[src/rtl/irqv_pkg.sv]
package irqv_pkg;
  localparam int REG_ADDR_W  = 8;
  localparam int SLOT_IDX_W  = 6;
  localparam int SRC_FIELD_W = 5;

  localparam logic [REG_ADDR_W-1:0] ADR_NSTAT   = 8'h00;
  localparam logic [REG_ADDR_W-1:0] ADR_FSTAT   = 8'h01;
  localparam logic [REG_ADDR_W-1:0] ADR_SELECT  = 8'h02;
  localparam logic [REG_ADDR_W-1:0] ADR_ENSET   = 8'h03;
  localparam logic [REG_ADDR_W-1:0] ADR_ENCLR   = 8'h04;
  localparam logic [REG_ADDR_W-1:0] ADR_FORCE   = 8'h05;
  localparam logic [REG_ADDR_W-1:0] ADR_FORCECL = 8'h06;
  localparam logic [REG_ADDR_W-1:0] ADR_CUR     = 8'h08;
  localparam logic [REG_ADDR_W-1:0] ADR_DEFAULT = 8'h09;

  typedef enum logic [3:0] {
    SEL_NONE, SEL_NSTAT, SEL_FSTAT, SEL_SELECT, SEL_ENABLE,
    SEL_FORCE, SEL_CUR, SEL_DEFAULT, SEL_SLOTADDR, SEL_SLOTCTRL
  } rdSel_e;

  typedef struct packed {
    logic wrSelect;
    logic wrEnSet;
    logic wrEnClr;
    logic wrForceSet;
    logic wrForceClr;
    logic wrDefault;
    logic wrEoi;
    logic rdCur;
    logic wrSlotAddr;
    logic wrSlotCtrl;
    rdSel_e rdSel;
    logic [SLOT_IDX_W-1:0] slotIdx;
  } regStrobe_t;
endpackage

[src/rtl/irqv_ctrl.sv]
module irqv_ctrl
  import irqv_pkg::*;
#(
  parameter int NUM_SLOT = 16
) (
  input  logic [REG_ADDR_W-1:0] regAddr,
  input  logic                  regWrEn,
  input  logic                  regRdEn,
  output regStrobe_t            strb
);
  localparam logic [SLOT_IDX_W:0] SLOT_LIM = (SLOT_IDX_W+1)'(NUM_SLOT);

  logic slotOk;
  assign slotOk = {1'b0, regAddr[SLOT_IDX_W-1:0]} < SLOT_LIM;

  always_comb begin
    strb         = '0;
    strb.rdSel   = SEL_NONE;
    strb.slotIdx = regAddr[SLOT_IDX_W-1:0];
    unique case (regAddr[REG_ADDR_W-1:SLOT_IDX_W])
      2'b01: if (slotOk) begin
        strb.wrSlotAddr = regWrEn;
        if (regRdEn) strb.rdSel = SEL_SLOTADDR;
      end
      2'b10: if (slotOk) begin
        strb.wrSlotCtrl = regWrEn;
        if (regRdEn) strb.rdSel = SEL_SLOTCTRL;
      end
      2'b00: begin
        case (regAddr)
          ADR_NSTAT:   if (regRdEn) strb.rdSel = SEL_NSTAT;
          ADR_FSTAT:   if (regRdEn) strb.rdSel = SEL_FSTAT;
          ADR_SELECT: begin
            strb.wrSelect = regWrEn;
            if (regRdEn) strb.rdSel = SEL_SELECT;
          end
          ADR_ENSET: begin
            strb.wrEnSet = regWrEn;
            if (regRdEn) strb.rdSel = SEL_ENABLE;
          end
          ADR_ENCLR:   strb.wrEnClr = regWrEn;
          ADR_FORCE: begin
            strb.wrForceSet = regWrEn;
            if (regRdEn) strb.rdSel = SEL_FORCE;
          end
          ADR_FORCECL: strb.wrForceClr = regWrEn;
          ADR_CUR: begin
            strb.wrEoi = regWrEn;
            strb.rdCur = regRdEn;
            if (regRdEn) strb.rdSel = SEL_CUR;
          end
          ADR_DEFAULT: begin
            strb.wrDefault = regWrEn;
            if (regRdEn) strb.rdSel = SEL_DEFAULT;
          end
          default: ;
        endcase
      end
      default: ;
    endcase
  end
endmodule

[src/rtl/irqv_datapath.sv]
module irqv_datapath
  import irqv_pkg::*;
#(
  parameter int NUM_SRC  = 32,
  parameter int NUM_SLOT = 16,
  parameter int DATA_W   = 32
) (
  input  logic               clk,
  input  logic               rstN,
  input  logic [NUM_SRC-1:0] irqReq,
  input  regStrobe_t         strb,
  input  logic [DATA_W-1:0]  wrData,
  output logic [DATA_W-1:0]  rdData,
  output logic               fiqOut,
  output logic               irqOut
);
  localparam int LVL_W    = $clog2(NUM_SLOT + 2);
  localparam int SPAN     = 1 << SRC_FIELD_W;
  localparam logic [LVL_W-1:0] DEF_LVL  = LVL_W'(NUM_SLOT);
  localparam logic [LVL_W-1:0] IDLE_LVL = LVL_W'(NUM_SLOT + 1);

  logic [NUM_SRC-1:0] selQ, enQ, forceQ, active, nStat, fStat;
  logic [NUM_SRC-1:0] wrMask;
  logic [DATA_W-1:0]  defAddrQ;
  logic [SRC_FIELD_W-1:0] slotSrcQ [NUM_SLOT];
  logic                   slotEnQ  [NUM_SLOT];
  logic [DATA_W-1:0]      slotAddrQ[NUM_SLOT];

  assign wrMask = wrData[NUM_SRC-1:0];
  assign active = irqReq | forceQ;
  assign nStat  = active & enQ & ~selQ;
  assign fStat  = active & enQ & selQ;

  // mask registers
  always_ff @(posedge clk) begin
    if (!rstN) begin
      selQ     <= '0;
      enQ      <= '0;
      forceQ   <= '0;
      defAddrQ <= '0;
    end else begin
      if (strb.wrSelect)        selQ   <= wrMask;
      if (strb.wrEnSet)         enQ    <= enQ | wrMask;
      else if (strb.wrEnClr)    enQ    <= enQ & ~wrMask;
      if (strb.wrForceSet)      forceQ <= forceQ | wrMask;
      else if (strb.wrForceClr) forceQ <= forceQ & ~wrMask;
      if (strb.wrDefault)       defAddrQ <= wrData;
    end
  end

  // vector slot storage
  for (genvar g = 0; g < NUM_SLOT; g++) begin : gSlot
    logic hitIdx;
    assign hitIdx = (strb.slotIdx == SLOT_IDX_W'(g));
    always_ff @(posedge clk) begin
      if (!rstN) begin
        slotSrcQ[g]  <= '0;
        slotEnQ[g]   <= 1'b0;
        slotAddrQ[g] <= '0;
      end else begin
        if (strb.wrSlotCtrl && hitIdx) begin
          slotSrcQ[g] <= wrData[SRC_FIELD_W-1:0];
          slotEnQ[g]  <= wrData[SRC_FIELD_W];
        end
        if (strb.wrSlotAddr && hitIdx) slotAddrQ[g] <= wrData;
      end
    end
  end

  // claim map and vectored hits
  logic [SPAN-1:0]     nWide, claimed;
  logic [NUM_SLOT-1:0] vecHit;
  logic                unclaimedHit;

  assign nWide = SPAN'(nStat);

  always_comb begin
    claimed = '0;
    vecHit  = '0;
    for (int k = 0; k < NUM_SLOT; k++) begin
      if (slotEnQ[k]) begin
        claimed[slotSrcQ[k]] = 1'b1;
        vecHit[k]            = nWide[slotSrcQ[k]];
      end
    end
  end

  assign unclaimedHit = |(nWide & ~claimed);

  // priority resolution: lowest slot index wins, default below all slots
  logic [LVL_W-1:0]  winLevel;
  logic [DATA_W-1:0] winAddr;

  always_comb begin
    winLevel = IDLE_LVL;
    winAddr  = '0;
    if (unclaimedHit) begin
      winLevel = DEF_LVL;
      winAddr  = defAddrQ;
    end
    for (int k = NUM_SLOT - 1; k >= 0; k--) begin
      if (vecHit[k]) begin
        winLevel = LVL_W'(k);
        winAddr  = slotAddrQ[k];
      end
    end
  end

  // current address with service latch
  logic [DATA_W-1:0] curAddrQ;
  logic [LVL_W-1:0]  curLevelQ, servedLevelQ;
  logic              inSvcQ;
  logic              mayUpdate;

  assign mayUpdate = !inSvcQ || (winLevel < servedLevelQ);

  always_ff @(posedge clk) begin
    if (!rstN) begin
      curAddrQ     <= '0;
      curLevelQ    <= IDLE_LVL;
      servedLevelQ <= IDLE_LVL;
      inSvcQ       <= 1'b0;
    end else begin
      if (strb.wrEoi) begin
        inSvcQ <= 1'b0;
      end else if (strb.rdCur) begin
        inSvcQ       <= 1'b1;
        servedLevelQ <= curLevelQ;
      end
      if (mayUpdate) begin
        curAddrQ  <= winAddr;
        curLevelQ <= winLevel;
      end
    end
  end

  // outputs to the processor
  always_ff @(posedge clk) begin
    if (!rstN) begin
      fiqOut <= 1'b0;
      irqOut <= 1'b0;
    end else begin
      fiqOut <= |fStat;
      irqOut <= |nStat;
    end
  end

  // read mux
  logic [DATA_W-1:0] slotAddrRd, slotCtrlRd;

  always_comb begin
    slotAddrRd = '0;
    slotCtrlRd = '0;
    for (int k = 0; k < NUM_SLOT; k++) begin
      if (strb.slotIdx == SLOT_IDX_W'(k)) begin
        slotAddrRd = slotAddrQ[k];
        slotCtrlRd = DATA_W'({slotEnQ[k], slotSrcQ[k]});
      end
    end
  end

  always_comb begin
    unique case (strb.rdSel)
      SEL_NSTAT:    rdData = DATA_W'(nStat);
      SEL_FSTAT:    rdData = DATA_W'(fStat);
      SEL_SELECT:   rdData = DATA_W'(selQ);
      SEL_ENABLE:   rdData = DATA_W'(enQ);
      SEL_FORCE:    rdData = DATA_W'(forceQ);
      SEL_CUR:      rdData = curAddrQ;
      SEL_DEFAULT:  rdData = defAddrQ;
      SEL_SLOTADDR: rdData = slotAddrRd;
      SEL_SLOTCTRL: rdData = slotCtrlRd;
      default:      rdData = '0;
    endcase
  end

  // assertions
  a_r3_set_keeps_bits: assert property (@(posedge clk) disable iff (!rstN)
    $past(strb.wrEnSet) |-> ((enQ & $past(wrMask)) == $past(wrMask)));

  a_r4_clear_drops_bits: assert property (@(posedge clk) disable iff (!rstN)
    $past(strb.wrEnClr) |-> ((enQ & $past(wrMask)) == '0));

  a_r5_release_drops_force: assert property (@(posedge clk) disable iff (!rstN)
    $past(strb.wrForceClr) |-> ((forceQ & $past(wrMask)) == '0));

  a_r9_hold_in_service: assert property (@(posedge clk) disable iff (!rstN)
    (inSvcQ && !(winLevel < servedLevelQ)) |=> $stable(curAddrQ));

  a_r10_eoi_ends_service: assert property (@(posedge clk) disable iff (!rstN)
    strb.wrEoi |=> !inSvcQ);

  a_r8_level_in_range: assert property (@(posedge clk) disable iff (!rstN)
    (curLevelQ <= IDLE_LVL) && (servedLevelQ <= IDLE_LVL));
endmodule

[src/rtl/irqv_top.sv]
module irqv_top
  import irqv_pkg::*;
#(
  parameter int NUM_SRC  = 32,
  parameter int NUM_SLOT = 16,
  parameter int DATA_W   = 32
) (
  input  logic                  clk,
  input  logic                  rstN,
  input  logic [NUM_SRC-1:0]    irqReq,
  input  logic [REG_ADDR_W-1:0] regAddr,
  input  logic                  regWrEn,
  input  logic                  regRdEn,
  input  logic [DATA_W-1:0]     regWrData,
  output logic [DATA_W-1:0]     regRdData,
  output logic                  fiqOut,
  output logic                  irqOut
);
  regStrobe_t strb;

  irqv_ctrl #(.NUM_SLOT(NUM_SLOT)) u_ctrl (
    .regAddr (regAddr),
    .regWrEn (regWrEn),
    .regRdEn (regRdEn),
    .strb    (strb)
  );

  irqv_datapath #(
    .NUM_SRC (NUM_SRC),
    .NUM_SLOT(NUM_SLOT),
    .DATA_W  (DATA_W)
  ) u_dp (
    .clk    (clk),
    .rstN   (rstN),
    .irqReq (irqReq),
    .strb   (strb),
    .wrData (regWrData),
    .rdData (regRdData),
    .fiqOut (fiqOut),
    .irqOut (irqOut)
  );
endmodule

[config.mk]
export PLATFORM = sky130hd
export DESIGN_NAME = irqv_top
export DESIGN_NICKNAME = d
export VERILOG_FILES = /design/src/rtl/irqv_pkg.sv /design/src/rtl/irqv_ctrl.sv /design/src/rtl/irqv_datapath.sv /design/src/rtl/irqv_top.sv
export SDC_FILE = /design/constraint.sdc
export NUM_CORES = 2
export LEC_CHECK = 0
export ABC_AREA = 1
export BUFFER_PORTS_ARGS = -buffer_cell sky130_fd_sc_hd__buf_2
export CAP_MARGIN = 20
export CORE_AREA = 8 8 376 378
export DETAILED_ROUTE_END_ITERATION = 7
export DIE_AREA = 0 0 384 386
export PLACE_DENSITY_LB_ADDON = 0.25
export SLEW_MARGIN = 30
export SYNTH_ARGS = -nofsm -noshare
export SYNTH_HDL_FRONTEND = slang
export SYNTH_SLANG_ARGS = --single-unit
[constraint.sdc]
create_clock -name clk -period 5.9 [get_ports clk]
set_input_delay 0 -clock clk [delete_from_list [all_inputs] [get_ports clk]]
set_output_delay 0 -clock clk [all_outputs]
set_load 0.1 [all_outputs]
# Word-level counts from Yosys, hierarchy flattened
# Memories as Yosys holds them, arrays and structs flattened.
# Index checks and enable logic that the tools add are counted.
classes:
  magnitude_cmp: 34
  eq_ne: 34
  muxes: 336
  n_bitwise: 77
  n_reduce_logical: 60
ops:
  columns: ["op", "count"]
  rows:
  - ["$mux W32", 69]
  - ["$or A32 B32 Y32", 18]
  - ["$pmux W32 S9", 1]
  - ["$and A32 B32 Y32", 6]
  - ["$mux W1", 172]
  - ["$mux W5", 33]
  - ["$lt A5 B6 Y1 const B", 16]
  - ["$mux W6", 16]
  - ["$not A32 Y32", 3]
  - ["$reduce_or A32 Y1", 3]
  - ["$bmux W1 S5", 16]
  - ["$demux W1 S5", 16]
  - ["$ge A5 B1 Y1 const B", 16]
  - ["$eq A6 B4 Y1 const B", 8]
  - ["$logic_and A1 B1 Y1", 48]
  - ["$or A1 B1 Y1", 48]
  - ["$pmux W4 S7", 1]
  - ["$eq A6 B3 Y1 const B", 4]
  - ["$eq A8 B3 Y1 const B", 3]
  - ["$eq A4 B3 Y1 const B", 4]
  - ["$eq A8 B2 Y1 const B", 2]
  - ["$eq A8 B4 Y1 const B", 2]
  - ["$eq A6 B2 Y1 const B", 2]
  - ["$mux W3", 4]
  - ["22 further kinds", 30]
totals:
  regBits: 173
  ramBits: 608
  inputBits: 76
  word_cells: 554
  n_memories: 3
mem_list:
  columns: ["name", "depth", "word_bits", "read_ports", "rd_clocked_by_memory_dff", "write_ports", "line", "source"]
  rows:
  - ["u_dp.slotAddrQ", 16, 32, 16, 0, 16, "irqv_datapath.sv:27", "logic [DATA_W-1:0] slotAddrQ[NUM_SLOT];"]
  - ["u_dp.slotSrcQ", 16, 5, 16, 0, 16, "irqv_datapath.sv:25", "logic [SRC_FIELD_W-1:0] slotSrcQ [NUM_SLOT];"]
  - ["u_dp.slotEnQ", 16, 1, 16, 0, 16, "irqv_datapath.sv:26", "logic slotEnQ [NUM_SLOT];"]

# Depth between registers and ports, before layout
# An unclocked memory read counts as a cell.
depth:
  word_depth: 58
  depth_mapped: 36
  ltp_nobuf: 34

# Modules after synthesis
# A second synthesis with hierarchy kept.
unflattened:
  hier_cells: 6581
  area_unflattened_um2: 48351.4
by_module_without_submodules:
  columns: ["mod", "instances", "cells_each", "area_per_inst_um2", "seq_area_each_um2"]
  rows:
  - ["irqv_datapath", 1, 6515, 47974.8, 21710.8]
  - ["irqv_ctrl", 1, 66, 376.6, 0.0]

# Worst setup path before layout
# OpenSTA, ideal clock, no wires.
synth_path:
  path_type: "input -> register"
  start: "input regAddr[5]"
  end: "memory u_dp.slotAddrQ[3][4], in the netlist u_dp.slotAddrQ[0][100] (enable)"
  arrival_ns: 3.829
  required_ns: 5.434
  setup_slack_ns: 1.605
  path_stages: 9
  path_buffers: 2
  path_cell_list: "nor2_1 inv_1 nor2_1 nand2_1 nor2_1 clkinv_1 clkbuf_1 clkbuf_1 o21ai_0"
synth_rtl:
  columns: ["element", "line", "source"]
  rows:
  - ["start, declared", "irqv_top.sv:11", "input logic [REG_ADDR_W-1:0] regAddr,"]
  - ["end, declared", "irqv_datapath.sv:27", null]

==> summary.md <==
| Metric | Value |
|---|---|
| Status | completed |
| Critical path capture point type | flop |
| CP cell instances | inv_1 > nand2_1 > nand3_1 > inv_1 > o22ai_1 > a221oi_1 > nor4_1 > nor4_1 > nand3_1 > nand2_1 > inv_1 > a311oi_1 > ha_1 > a21oi_1 > nor2_1 > a211oi_1 > buf_4 > nand2_8 > a21oi_1 > nor2_1 |
| Synth warn | 0 |
| Fin. Hold Viols | 0 |
| Clk pin slew, worst setup/hold paths | 0.06 ns |
| Post-synth top flop | edfxtp_1 |
| First-pass GRT wire length | 369 mm |
| Final Cell Area | 55000 um2 |
| Post-synth cell types | 53 |
| LEAKAGE | 21.4 nW |
| Root Buffer | clkbuf_16 |
| Die Area | 148000 um2 |
| Slowest stage delay, CP | 0.77 ns |
| Syn_area_per_cell | 7.37 um2 |
| Average wire per standard cell | 31.5 um |
| Layout cells sized above 1 | 9.07% |
| Synthesized area | 48500 um2 |
| Initial antenna violation count | 15 |
| Cell Pwr Density | 261 nW/um2 |
| Detail Route Antenna Nets | 0 |
| I/O Buffers | 109 |
| Final nets | 6672 |
| Vias per cell | 6.27 |
| Critical setup path kind | reg -> reg |
| Arr. time, crit path | 5.96 ns |
| Final Routed Wirelength | 267 mm |
| Drt pass-1 iters | 7 |
| Clk Latency, worst-skew pair | 0.72 ns |
| Vias in the first global route | 47277 |
| Slew Limit Headroom | 23.8% |
| Worst Tran Pin Value | 1.13 ns |
| Placed cells | 8247 |
| Clock tree buffer depth | 3 |
| Final Wtd Congestion | 1.03 |
| Clock Sinks | 781 |
| Maximum vdd drop | 0.230 mV |
| H-tree depth | 3 |
| Die Ht | 386 um |
| CP Buf/Inv Count | 4 |
| Hold WC Path Type | in -> reg |
| Critical Path RT | 6.50 ns |
| Multi-input logic area | 23300 um2 |
| Mapped Cells | 6574 |
| Ys async rst share | 0% |
| Die width | 384 um |
| CTS buffer count | 90 |
| Core area | 135000 um2 |
| CP most frequent cell | inv_1 |
| Std cell rows | 135 |
| Setup Skew | 0.0502 ns |
| Unrepaired setup endpoints after global routing | no |
| Pin count of the biggest net entering global routing | 75 |
| Initial core utilization | 35.9% |
| Setup TNS | 0 ns |
| Register area | 21700 um2 |
| M2 GR Usage | 50.4% |
| Seq/Total Area, Yosys | 44.8% |
| Post-synth EDFFs | 607 |
| Postcts setup bufs | 0 |
| Setup WS post-layout | 0.533 ns |
| Slew Limit Fails | 0 |
| CTS tree | done |
| Finish-stage setup viols | 0 |
| Finished Layout Cells | 8455 |
| Grt ovf | 0 |
| GRT Overall Usage | 34.4% |
| Setup WS pre-CTS | 0.580 ns |
| MaxCap Viol Count | 0 |
| Flop and latch count out of synthesis | 781 |
| Met1 usage | 47.9% |
| DP Wirelength | 191 mm |
| Placed inst area | 51900 um2 |
| # DRC | 0 |
| Initial DRC Count | 9387 |
| Layout Utilization | 40.8% |
| Minimum clock period | 5.37 ns |
| Met3 GRT Util | 8.70% |
| # fillers | 13816 |
| CP delay by family, top | simple AND/OR/NAND/NOR gates |
| Fin crit share | 91.0% |
| Slowest CP cell | inv_1 |
| Max Fclk | 186 MHz |
| IO Count | 110 |
| Syn_nets | 6654 |
| Max FO, Critical Path | 73 |
| GRT busiest layer | met2 |
| CP startpoint kind | flop |
| Area Growth Syn to Fin | 13.6% |
| Vias | 53010 |
## timing repair
action / 4_1_cts / 5_1_grt
resized for setup: 0 / 2
setup endpoints to repair: 0 / 20
hold buffers: 34 / 0
hold endpoints to repair: 172 / 0
## final timing paths
check | start | end | slack (ns) | depth (start not counted)
setup reg to reg | flop | u_dp.curAddrQ[25] | 0.53 | 20
hold / removal | regRdEn | u_dp.inSvcQ | 0.07 | 7
setup / recovery | flop | u_dp.curAddrQ[25] | 0.53 | 20
hold reg to reg | u_dp.servedLevelQ[3] | u_dp.servedLevelQ[3] | 0.48 | 2
## through the flow
stage          hold slack (ns)  power (mW)
3_3_place_gp             0.275        8.81
6_report                0.0729        14.4
2_1_floorplan            0.143        7.73
4_1_cts                 0.0234        14.2
5_1_grt                 0.0920        14.7
3_5_place_dp             0.279        8.80
## cell usage in the layout, fill, tap and decap left out, types with 30 or more instances in the layout
cell type | Yosys | routed
o21ai_0 | 551 | 532
o21a_1 | 30 | 30
a221oi_1 | 97 | 97
o22ai_1 | 216 | 216
buf_4 | 0 | 188
nor3_1 | 45 | 41
o221ai_1 | 36 | 36
inv_1 | 505 | 492
clkinv_1 | 15 | 38
a211oi_1 | 41 | 41
buf_2 | 17 | 82
nor2_1 | 1335 | 1321
nand2_1 | 1242 | 1241
nand3_1 | 321 | 319
a22oi_1 | 34 | 34
a21oi_1 | 498 | 498
dfxtp_1 | 174 | 173
buf_12 | 0 | 35
clkbuf_16 | 0 | 92
nor3_2 | 26 | 30
o2111ai_1 | 91 | 91
edfxtp_1 | 607 | 607
dlygate4sd3_1 | 0 | 34
o211ai_1 | 79 | 79
inv_2 | 37 | 45
nor2_2 | 26 | 33
## worst register-to-register path, stage by stage (launching register included)
cell	delay [ns]
dfxtp_1	0.34
inv_1	0.05
nand2_1	0.07
nand3_1	0.35
inv_1	0.78
o22ai_1	0.18
a221oi_1	0.25
nor4_1	0.08
nor4_1	0.28
nand3_1	0.53
nand2_1	0.35
inv_1	0.09
a311oi_1	0.34
ha_1	0.32
a21oi_1	0.16
nor2_1	0.06
a211oi_1	0.18
buf_4	0.18
nand2_8	0.27
a21oi_1	0.34
nor2_1	0.07
## report_power, final
group          switching (mW)  internal, mW
sequential              0.206          6.17
clock                    2.49          3.03
combinational            1.88         0.595
## sequential cells by signal (all words and copies together), names as in the netlist, named ones only
name / count
u_dp.curLevelQ: 5
u_dp.irqOut: 1
u_dp.slotEnQ: 16
u_dp.slotSrcQ: 80
u_dp.defAddrQ: 32
u_dp.fiqOut: 1
u_dp.selQ: 32
u_dp.servedLevelQ: 5
u_dp.curAddrQ: 32
u_dp.slotAddrQ: 512
u_dp.inSvcQ: 1
## synthesized netlist by cell type (91+ instances only)
cell type	count	share of area (%)
nor2_1	1335	10
nand2_1	1242	9.6
edfxtp_1	607	38
o21ai_0	551	5.7
inv_1	505	3.9
a21oi_1	498	5.1
clkbuf_1	361	2.8
nand3_1	321	3.3
o22ai_1	216	2.8
dfxtp_1	174	7.2
a221oi_1	97	1.8
o2111ai_1	91	1.6
## layout make-up
type | instances | area share (%)
Multi-Input combinational cell | 4822 | 42.3
Sequential cell | 781 | 39.4
Timing Repair Buffer | 340 | 5.22
Clock buffer | 127 | 4.57
Tap cell | 1781 | 4.05
Inverter | 557 | 3.81
Clock inverter | 40 | 0.530
Antenna cell | 7 | 0.0318
## routing by layer
| layer | share of wire (%) | vias to the layer above |
|---|---|---|
| li1 | - | 22711 |
| met1 | 40 | 25449 |
| met2 | 41 | 4144 |
| met3 | 13 | 694 |
| met4 | 5.4 | 12 |
| met5 | 0.030 | - |
## logic make-up (layout without fill, tap and decap cells)
kind of cell	Yosys count	count (layout)	synth area share [%]
compound gates	1740	1740	21.5
fa+ha+maj	4	4	0.103
flops	781	781	44.8
buf+inv	971	1064	7.69
other cells	0	7	0
simple gates	3078	3078	25.9
Note: power is estimated with default switching activity, not from simulation.
